[src/rtl/vcm_pkg.sv]
package vcm_pkg;

   // Adder construction used at every join level of the multiplier tree.
   typedef enum logic {
      ADD_RIPPLE = 1'b0,
      ADD_PREFIX = 1'b1
   } vcm_add_e;

   // Leaf cell operand width; the recursion bottoms out here.
   localparam int CELL_W = 2;

endpackage

[src/rtl/vcm_cell2.sv]
// 2x2 leaf cell: bit products are ANDs, carries come from two half adders.
module vcm_cell2 (
   input  logic [1:0] a,
   input  logic [1:0] b,
   output logic [3:0] p
);

   logic t_lo_hi;
   logic t_hi_lo;
   logic t_hi_hi;
   logic c_cross;

   assign t_hi_lo = a[1] & b[0];
   assign t_lo_hi = a[0] & b[1];
   assign t_hi_hi = a[1] & b[1];

   // column 0: the vertical product
   assign p[0] = a[0] & b[0];

   // column 1: the crosswise products, one half adder
   assign p[1]    = t_hi_lo ^ t_lo_hi;
   assign c_cross = t_hi_lo & t_lo_hi;

   // column 2/3: the upper vertical product plus the crosswise carry
   assign p[2] = t_hi_hi ^ c_cross;
   assign p[3] = t_hi_hi & c_cross;

endmodule

[src/rtl/vcm_add.sv]
// W-bit adder with carry-in, sum truncated to W bits.
// KIND picks a ripple chain or a Kogge-Stone prefix tree for the carries.
module vcm_add #(
   parameter int                 W    = 4,
   parameter vcm_pkg::vcm_add_e  KIND = vcm_pkg::ADD_PREFIX
) (
   input  logic [W-1:0] x,
   input  logic [W-1:0] y,
   input  logic         cin,
   output logic [W-1:0] s
);

   // carries are needed into bits 1..W-1, so the carry network spans W-1 bits
   localparam int N   = W - 1;
   localparam int LVL = $clog2(N);

   if (W < 2) begin : g_bad_width
      $error("vcm_add: W must be at least 2");
   end

   logic [W-1:0] hsum;
   logic [W-1:0] cy;

   assign hsum  = x ^ y;
   assign cy[0] = cin;
   assign s     = hsum ^ cy;

   if (KIND == vcm_pkg::ADD_RIPPLE) begin : g_ripple
      for (genvar i = 0; i < N; i++) begin : g_bit
         assign cy[i+1] = (x[i] & y[i]) | (hsum[i] & cy[i]);
      end
   end else begin : g_prefix
      // level-major flat storage of group generate / propagate
      logic [(LVL+1)*N-1:0] gv;
      logic [(LVL+1)*N-1:0] pv;

      assign gv[N-1:0] = x[N-1:0] & y[N-1:0];
      assign pv[N-1:0] = hsum[N-1:0];

      for (genvar lv = 0; lv < LVL; lv++) begin : g_level
         localparam int D = 1 << lv;
         for (genvar i = 0; i < N; i++) begin : g_node
            if (i >= D) begin : g_merge
               assign gv[(lv+1)*N+i] = gv[lv*N+i] | (pv[lv*N+i] & gv[lv*N+i-D]);
               assign pv[(lv+1)*N+i] = pv[lv*N+i] & pv[lv*N+i-D];
            end else begin : g_pass
               assign gv[(lv+1)*N+i] = gv[lv*N+i];
               assign pv[(lv+1)*N+i] = pv[lv*N+i];
            end
         end
      end

      // after LVL levels every node spans down to bit 0; fold in carry-in
      for (genvar i = 0; i < N; i++) begin : g_carry
         assign cy[i+1] = gv[LVL*N+i] | (pv[LVL*N+i] & cin);
      end
   end

endmodule

[src/rtl/vcm_join.sv]
// Merges four HxH sub-products into one 2Hx2H product:
//   ll + (hl << H) + (lh << H) + (hh << 2H)
module vcm_join #(
   parameter int                 H    = 2,
   parameter vcm_pkg::vcm_add_e  KIND = vcm_pkg::ADD_PREFIX
) (
   input  logic [2*H-1:0] ll,
   input  logic [2*H-1:0] hl,
   input  logic [2*H-1:0] lh,
   input  logic [2*H-1:0] hh,
   output logic [4*H-1:0] p
);

   localparam int MID_W = 2 * H + 1;
   localparam int UP_W  = 3 * H;

   if (H < vcm_pkg::CELL_W) begin : g_bad_half
      $error("vcm_join: H below leaf cell width");
   end

   logic [MID_W-1:0] cross_sum;
   logic [UP_W-1:0]  upper;

   // the two cross terms carry the same weight: add them first
   vcm_add #(.W(MID_W), .KIND(KIND)) u_cross (
      .x   ({1'b0, hl}),
      .y   ({1'b0, lh}),
      .cin (1'b0),
      .s   (cross_sum)
   );

   // low H bits of ll are final; the rest aligns with the cross sum
   vcm_add #(.W(UP_W), .KIND(KIND)) u_upper (
      .x   ({hh, ll[2*H-1:H]}),
      .y   ({{(H-1){1'b0}}, cross_sum}),
      .cin (1'b0),
      .s   (upper)
   );

   assign p = {upper, ll[H-1:0]};

endmodule

[src/rtl/vcm_mul4.sv]
// 4x4 unit: four leaf cells and one join level.
module vcm_mul4 #(
   parameter vcm_pkg::vcm_add_e KIND = vcm_pkg::ADD_PREFIX
) (
   input  logic [3:0] a,
   input  logic [3:0] b,
   output logic [7:0] p
);

   localparam int CW = vcm_pkg::CELL_W;

   logic [2*CW-1:0] sub [4];

   // quadrant q: bit 0 picks the half of a, bit 1 the half of b
   for (genvar q = 0; q < 4; q++) begin : g_cell
      localparam int AI = q % 2;
      localparam int BI = q / 2;
      vcm_cell2 u_cell (
         .a (a[AI*CW +: CW]),
         .b (b[BI*CW +: CW]),
         .p (sub[q])
      );
   end

   vcm_join #(.H(CW), .KIND(KIND)) u_join (
      .ll (sub[0]),
      .hl (sub[1]),
      .lh (sub[2]),
      .hh (sub[3]),
      .p  (p)
   );

endmodule

[src/rtl/vcm_mult8.sv]
// 8x8 unsigned multiplier: four 4x4 units merged by one join level.
module vcm_mult8 #(
   parameter int                 OPW   = 8,
   parameter vcm_pkg::vcm_add_e  ADDER = vcm_pkg::ADD_PREFIX
) (
   input  logic [OPW-1:0]   op_a,
   input  logic [OPW-1:0]   op_b,
   output logic [2*OPW-1:0] prod
);

   localparam int HW = OPW / 2;

   if (OPW != 8) begin : g_bad_opw
      $error("vcm_mult8: OPW must be 8 (two levels above the 2x2 cell)");
   end

   logic [2*HW-1:0] quad [4];

   for (genvar q = 0; q < 4; q++) begin : g_quad
      localparam int AI = q % 2;
      localparam int BI = q / 2;
      vcm_mul4 #(.KIND(ADDER)) u_mul4 (
         .a (op_a[AI*HW +: HW]),
         .b (op_b[BI*HW +: HW]),
         .p (quad[q])
      );
   end

   vcm_join #(.H(HW), .KIND(ADDER)) u_join (
      .ll (quad[0]),
      .hl (quad[1]),
      .lh (quad[2]),
      .hh (quad[3]),
      .p  (prod)
   );

endmodule

[config.mk]
export PLATFORM = sky130hd
export DESIGN_NAME = vcm_mult8
export DESIGN_NICKNAME = d
export VERILOG_FILES = /design/src/rtl/vcm_pkg.sv /design/src/rtl/vcm_cell2.sv /design/src/rtl/vcm_add.sv /design/src/rtl/vcm_join.sv /design/src/rtl/vcm_mul4.sv /design/src/rtl/vcm_mult8.sv
export SDC_FILE = /design/constraint.sdc
export NUM_CORES = 1
export LEC_CHECK = 0
export BUFFER_PORTS_ARGS = -buffer_cell sky130_fd_sc_hd__buf_2
export CORE_UTILIZATION = 50
export DETAILED_ROUTE_END_ITERATION = 8
export PLACE_DENSITY = 0.7
export SYNTH_ARGS = -nofsm -noshare
export SYNTH_HDL_FRONTEND = slang
export SYNTH_HIERARCHICAL = 1
export SYNTH_SLANG_ARGS = --single-unit
[constraint.sdc]
create_clock -name vclk -period 4.9
set_clock_uncertainty 0.2 [all_clocks]
set_input_delay 0.49 -clock vclk [all_inputs]
set_output_delay 0.49 -clock vclk [all_outputs]
set_load 0.005 [all_outputs]
# [Word level (Yosys, flattened, before mapping)]
# Index checks and enable logic that the tools add are counted.
[classes] n_bitwise=407
[ops] op="bitwise AND 1 bit" count=247
[ops] op="OR 1 bit" count=98
[ops] op="XOR 1 bit" count=32
[ops] op="XOR 6 x 5 -> 6 bit" count=4
[ops] op="XOR 6 bit" count=4
[ops] op="bitwise AND 5 bit" count=4
[ops] op="XOR 5 bit" count=4
[ops] op="bitwise AND 4 bit" count=4
[ops] op="XOR 4 bit" count=4
[ops] op="XOR 12 bit" count=1
[ops] op="XOR 12 x 9 -> 12 bit" count=1
[ops] op="bitwise AND 11 x 9 -> 11 bit" count=1
[ops] op="XOR 9 bit" count=1
[ops] op="bitwise AND 8 bit" count=1
[ops] op="XOR 8 bit" count=1
[totals] regBits=0 inputBits=16 out_inout_bits=16 word_cells=407

# [Logic depth before layout (Yosys ltp)]
# Gate-level depths: netlist of run 1.
[logic_depth] depth_word=33 mapped_depth=23 depth_no_buf=23

# [Hierarchy]
# The synthesis of run 1 kept the hierarchy.
[by_module_without_submodules] module="vcm_cell2" instances=16 cells_per_inst=6 area_per_inst_um2=50.0 seq_area_each_um2=0.0
[by_module_without_submodules] module="vcm_add at g_quad[0].u_mul4.u_join.u_cross ..." instances=4 cells_per_inst=20 area_per_inst_um2=180.2 seq_area_each_um2=0.0
[by_module_without_submodules] module="vcm_add at g_quad[0].u_mul4.u_join.u_upper ..." instances=2 cells_per_inst=32 area_per_inst_um2=261.5 seq_area_each_um2=0.0
[by_module_without_submodules] module="vcm_add at g_quad[2].u_mul4.u_join.u_upper ..." instances=2 cells_per_inst=32 area_per_inst_um2=260.2 seq_area_each_um2=0.0
[by_module_without_submodules] module="vcm_add at u_join.u_upper" instances=1 cells_per_inst=59 area_per_inst_um2=486.7 seq_area_each_um2=0.0
[by_module_without_submodules] module="vcm_add at u_join.u_cross" instances=1 cells_per_inst=42 area_per_inst_um2=385.4 seq_area_each_um2=0.0
[by_module_without_submodules] module="vcm_join at g_quad[0].u_mul4.u_join ..." instances=4 cells_per_inst=3 area_per_inst_um2=18.8 seq_area_each_um2=0.0
[by_module_without_submodules] module="vcm_join at u_join" instances=1 cells_per_inst=5 area_per_inst_um2=33.8 seq_area_each_um2=0.0

# [Worst setup path before layout of run 1]
# OpenSTA, ideal clock, no wires.
[synth_timing] path_type="input -> output" start="input port op_b[3]" end="output port prod[15]" arrival_ns=4.386 required_time_ns=4.210 setup_slack_ns=-0.176 stages=23 n_path_buf=0 cell_sequence="and2_1 -> ha_1 -> ha_1 -> ha_1 -> o21ai_0 -> o21bai_2 -> a21oi_2 -> xnor2_1 -> ha_1 -> inv_1 -> a2111o_1 -> o311ai_1 -> ha_1 -> o21ai_0 -> o21bai_1 -> a41oi_2 -> xnor2_1 -> ha_1 -> a21oi_1 -> o21ai_0 -> o22ai_1 -> a21oi_1 -> xnor2_1"
[synth_rtl] element="start: declaration" line_no="vcm_mult8.sv:7" rtl="input logic [OPW-1:0] op_b,"
[synth_rtl] element="end: declaration" line_no="vcm_mult8.sv:8" rtl="output logic [2*OPW-1:0] prod"

==> summary.md, run 1 <==
| Metric | Value |
|---|---|
| Final setup viols | 7 |
| Failing checks | negative setup slack |
| PortBufs | 32 |
| Post-synthesis cell type count | 47 |
| Unrepaired setup endpoints after global routing | true |
| Share of the synthesized area in the top cell type | 0.307 |
| Routed Wire Length | 10100 µm |
| Total Routing Usage GR | 0.240 |
| Placed instance area | 4500 µm² |
| Largest net degree at the start of global routing | 9 |
| Clock Buffer Count | 0 |
| HP Class | in2out |
| WS Path Type | in2out |
| Req. time, crit path | 4210 ps |
| P_leak | 2.56 nW |
| Setup crit end kind | primary output |
| Final Instance Area | 5240 µm² |
| Critical Path Max Stage Delay | 420 ps |
| Initial antenna violation count | 0 |
| Hold depth | 4 |
| Critical Path Slowest Stage Cell | or3_1 |
| Grt ovf | 0 |
| Mean Syn Cell Area | 8.40 µm² |
| Die area | 7430 µm² |
| Post-synthesis cell count | 422 |
| Hold Violations, Final | 0 |
| CP max FO | 4 |
| # rows | 30 |
| DR vias/cell | 5.26 |
| TritonRoute pass-1 iters | 4 |
| Crit path launch | op_b[6] |
| DRC violations left | 0 |
| Number of global-route vias before repair | 3433 |
| Iter 0 DRT Violations | 106 |
| Total I/O pin count | 32 |
| Status | complete, but fails checks |
| Number of diodes | 0 |
| Routability Congestion | 0.873 |
| Worst setup path end | prod[13] |
| Area contributors post-synth | ha_1 31%, and2_1 11%, xnor2_1 7.9% |
| First-pass GRT wire length | 14700 µm |
| Period utilization | 1.10 |
| Fmax | 186 MHz |
| Critical Path AT | 4680 ps |
| Ys Warns | 6 |
| Min-delay src | op_a[0] |
| Mapped Area | 3550 µm² |
| Layout Nets | 684 |
| Final Total Pwr | 2.97 mW |
| WL/cell | 15.2 µm |
| Seq cells | 0 |
| Min Tclk post-route | 5370 ps |
| Peak supply drop | 0.000416 V |
| Post-DP HPWL | 7030 µm |
| Final Max Tran Viols | 0 |
| Fin worst setup slack | -474 ps |
| Reg area | 0 µm² |
| Critical path, cell by cell | buf_8 -> and2_4 -> ha_4 -> ha_4 -> ha_4 -> o21ai_4 -> o21bai_4 -> a21oi_2 -> xnor2_1 -> ha_1 -> nor3b_4 -> a21oi_2 -> o311ai_2 -> ha_1 -> o21ai_2 -> o21bai_1 -> a41oi_2 -> xnor2_1 -> ha_1 -> or3_1 -> o21ai_1 -> a21oi_1 -> xor2_1 -> buf_2 |
| Seq/Total Area, Yosys | 0 |
| Area delta synth->final | 47.9% |
| Die width | 86.2 µm |
| Pwr Density | 566 nW/µm² |
| Max-Cap Viols | 0 |
| Initial core utilization | 0.519 |
| Die H | 86.2 µm |
| Layout cells sized above 1 | 0.427 |
| CORE AREA | 6830 µm² |
| Worst setup SP type | primary input |
| Via count | 3497 |
| Final ANT Viol Nets | 0 |
| Hold Slack | 1240 ps |
| Yosys top cell by area | ha_1 |
==> per-layer routing <==
metal / global-route usage / routed length (µm) / up-vias
met5: 0 / 0 / -
met4: 0.0424 / 394 / 0
met3: 0.00476 / 290 / 41
met2: 0.466 / 5190 / 76
met1: 0.297 / 4230 / 1628
li1: - / - / 1752
==> metrics by stage <==
step	cells	worst slack [ps]	utilization	setup TNS, ps
floorplan	463	32.4	-	0
finish	665	-474	0.768	-2320
detailed placement	650	-536	0.659	-2560
CTS	657	-303	0.713	-1430
global route	665	-666	0.768	-3620
global placement	650	-347	0.659	-1830
==> logic make-up (layout without fill, tap and decap cells) <==
kind of cell	Yosys count	after routing	synth area share
fa+ha+maj	97	97	0.363
xor+xnor	50	50	0.124
compound gates	115	115	0.266
other cells	5	46	0.00529
simple gates	103	103	0.174
buf+inv	52	158	0.0677
==> worst max-delay path, delay by kind of cell <==
kind,cells,cell delay [ps]
xor gates and xnor gates,3,440
AOI/OAI and AO/OA,10,1080
adders and majority gates,6,1700
buffers and inverters,2,230
and+or+nand+nor,3,750
==> what timing repair did <==
action,CTS,global route
pin swaps,59,46
endpoints found under the setup margin,7,10
buffers inserted,7,8
resized for setup,67,60
hold buffers,0,0
==> synth_stat cells, types with 2 or more instances <==
| master | n |
|---|---|
| a2111o_1 | 4 |
| a211o_1 | 4 |
| a211oi_1 | 9 |
| a211oi_2 | 10 |
| a21o_1 | 3 |
| a21o_2 | 11 |
| a21oi_1 | 21 |
| a21oi_2 | 7 |
| and2_1 | 64 |
| buf_4 | 12 |
| conb_1 | 5 |
| fa_1 | 10 |
| ha_1 | 87 |
| inv_1 | 40 |
| nand2_1 | 2 |
| nand2b_1 | 2 |
| nand3_1 | 3 |
| nand4_1 | 2 |
| nor2_1 | 8 |
| nor3_1 | 7 |
| nor3b_1 | 4 |
| o21a_1 | 13 |
| o21ai_0 | 10 |
| o21bai_1 | 2 |
| o21bai_2 | 4 |
| o22ai_1 | 2 |
| o311ai_1 | 4 |
| or3_1 | 5 |
| xnor2_1 | 32 |
| xor2_1 | 18 |
==> layout by cell type (no fill, tap or decap), types with 3 or more instances in the layout <==
cell	instances
a2111o_1	4
a211o_1	4
a211oi_1	7
a211oi_2	10
a21o_1	3
a21o_2	11
a21oi_1	15
a21oi_2	13
and2_1	48
and2_4	16
buf_2	18
buf_4	73
buf_6	25
conb_1	46
fa_1	8
ha_1	57
ha_2	7
ha_4	23
inv_1	33
inv_2	7
nor2_1	5
nor3_1	7
o21a_1	13
o21ai_0	4
o21ai_2	5
o21bai_2	3
o311ai_1	3
or3_1	4
xnor2_1	29
xor2_1	18
==> cell type report <==
cell class | count | area (µm²)
fill | 469 | 1590
inverter | 40 | 150
multi-input combinational | 411 | 4020
tap | 96 | 120
timing repair buffer | 118 | 950
==> worst min-delay path by stage <==
stage | end | slack [ps]
after floorplan | prod[0] | 1050
after global placement | prod[0] | 1230
after detailed placement | prod[0] | 1260
after CTS | prod[1] | 1210
after global routing | prod[0] | 1250
final | prod[0] | 1240
==> where the power goes <==
part	internal [mW]	leakage (nW)	switching [mW]
combinational	1.62	2.56	1.35
sequential	0	0	0
clock	0	0	0
No activity file was read; power rests on OpenSTA's default activity.
==> inputs of run 2 (changes only) <==
--- a/config.mk
+++ b/config.mk
@@ -6,9 +6,11 @@
 export NUM_CORES = 1
 export LEC_CHECK = 0
 export BUFFER_PORTS_ARGS = -buffer_cell sky130_fd_sc_hd__buf_2
-export CORE_UTILIZATION = 50
+export CORE_UTILIZATION = 43
 export DETAILED_ROUTE_END_ITERATION = 8
-export PLACE_DENSITY = 0.7
+export MAX_ROUTING_LAYER = met4
+export PLACE_DENSITY = 0.61
+export REMOVE_ABC_BUFFERS = 1
 export SYNTH_ARGS = -nofsm -noshare
 export SYNTH_HDL_FRONTEND = slang
 export SYNTH_HIERARCHICAL = 1
==> summary.md, run 2 (synthesis results as in run 1) <==
| Metric | Value |
|---|---|
| Final Instance Area | 4960 µm² (was 5240 µm²) |
| Grt ovf | 0 (unchanged) |
| Pre-CTS WS | -724 ps (was -536 ps) |
| Final Util | 0.632 (was 0.768) |
| CP max FO | 8 (was 4) |
| Total I/O pin count | 32 (unchanged) |
| Status | complete, but fails checks (unchanged) |
| Seq cells | 0 (unchanged) |
| Die width | 92.8 µm (was 86.2 µm) |
| # rows | 32 (was 30) |
| Final Total Pwr | 2.71 mW (was 2.97 mW) |
| Fin cells | 650 (was 665) |
| Commonest cells after routing, fill and taps aside | 61 x ha_1, 55 x buf_4, 50 x and2_1 (was 73 x buf_4, 57 x ha_1, 48 x and2_1) |
| Routability Congestion | 0.791 (was 0.873) |
| Post-DP HPWL | 6820 µm (was 7030 µm) |
| Layout cells sized above 1 | 0.389 (was 0.427) |
| Req. time, crit path | 4210 ps (about the same) |
| WS Path Type | in2out (unchanged) |
| Filler cells | 696 (was 469) |
| TritonRoute pass-1 iters | 4 (unchanged) |
| Initial antenna violation count | 0 (unchanged) |
| CTS Hold Buffers Added | 0 (unchanged) |
| Fin Setup TNS | -1880 ps (was -2320 ps) |
| Hold Violations, Final | 0 (unchanged) |
| Clock power frac | 0 (about the same) |
| Iter 0 DRT Violations | 82 (was 106) |
| Layout Nets | 663 (was 684) |
| HP Class | in2out (unchanged) |
| Area delta synth->final | 39.8% (was 47.9%) |
| Peak supply drop | 0.000388 V (was 0.000416 V) |
| Max-Cap Viols | 0 (unchanged) |
| P_leak | 2.46 nW (was 2.56 nW) |
| Critical Path AT | 4570 ps (was 4680 ps) |
| Hold Slack | 1240 ps (about the same) |
| Initial core utilization | 0.452 (was 0.519) |
| Min Tclk post-route | 5260 ps (was 5370 ps) |
| Fmax | 190 MHz (was 186 MHz) |
| Number of global-route vias before repair | 3506 (was 3433) |
| Pwr Density | 546 nW/µm² (was 566 nW/µm²) |
| DP Cell Count | 639 (was 650) |
| Switching Fraction | 0.456 (was 0.454) |
| Reg area | 0 µm² (unchanged) |
| Final setup viols | 7 (unchanged) |
| Die area | 8610 µm² (was 7430 µm²) |
| DR vias/cell | 5.13 (was 5.26) |
| First-pass GRT wire length | 14800 µm (was 14700 µm) |
| PortBufs | 32 (unchanged) |
| Failing checks | negative setup slack (unchanged) |
| Setup crit end kind | primary output (unchanged) |
| Area of the multi-input gates | 3950 µm² (was 4020 µm²) |
| Sequential power share | 0 (about the same) |
| Fin worst setup slack | -363 ps (was -474 ps) |
| Number of diodes | 0 (unchanged) |
| Final ANT Viol Nets | 0 (unchanged) |
| Final Max Tran Viols | 0 (unchanged) |
| Comb pwr share | 1.000 (about the same) |
| WL/cell | 13.4 µm (was 15.2 µm) |
| Via count | 3333 (was 3497) |
| Worst setup SP type | primary input (unchanged) |
| DRC violations left | 0 (unchanged) |
| P_sw | 1.24 mW (was 1.35 mW) |
| Clock Buffer Count | 0 (unchanged) |
| Unrepaired setup endpoints after global routing | true (unchanged) |
| Largest net degree at the start of global routing | 9 (unchanged) |
| Routed Wire Length | 8700 µm (was 10100 µm) |
| P_int | 1.47 mW (was 1.62 mW) |
| Commonest non-fill, non-tap cell in the layout | ha_1 (was buf_4) |
| CORE AREA | 7850 µm² (was 6830 µm²) |
| Die H | 92.8 µm (was 86.2 µm) |
| Placed instance area | 4300 µm² (was 4500 µm²) |
| Period utilization | 1.07 (was 1.10) |
| Total Routing Usage GR | 0.212 (was 0.240) |
## run 2: repair_timing
action | in CTS | in global routing
setup buffers | 9 | 2
endpoints found under the setup margin | 7 | 10
gates resized for setup | 75 | 38
pin swaps | 49 | 25
## run 2: cell type report
type	count	share of cell area
multi-input combinational	411	0.798
inverter	40	0.0303
timing repair buffer	97	0.146
tap	102	0.0257
## run 2: worst paths after layout
path	endpoint	depth (start not counted)	slack, ps	start
setup / recovery	prod[15]	24	-360	op_b[4]
hold / removal	prod[0]	4	1240	op_b[0]
## run 2: routing by layer
layer	GRT usage	part of all wire	routed length, µm	vias up
li1	-	-	-	1716
met1	0.243	0.43	3780	1573
met2	0.420	0.53	4650	36
met3	0.00246	0.021	186	8
met4	0.0256	0.010	87	0
met5	-	0	0	-
## run 2: critical path: stages
cell,delay (ps)
buf_12,110
and2_4,160
ha_4,160
ha_4,270
ha_4,200
buf_4,130
xnor2_2,130
ha_1,320
o21a_1,150
a2111o_1,430
o311ai_2,100
ha_1,320
o21ai_2,90
o21bai_1,100
a41oi_2,180
xnor2_1,90
ha_1,320
buf_6,120
nand4_1,110
nand2b_1,100
o22ai_1,70
a21oi_1,140
xnor2_1,130
buf_2,120
## run 2: power groups by stage
stage	Sequential, mW	Clock (mW)	Combinational, mW
2_1_floorplan	0	0	1.37
3_5_place_dp	0	0	2.16
5_1_grt	0	0	2.97
4_1_cts	0	0	2.47
6_report	0	0	2.71
3_3_place_gp	0	0	2.15
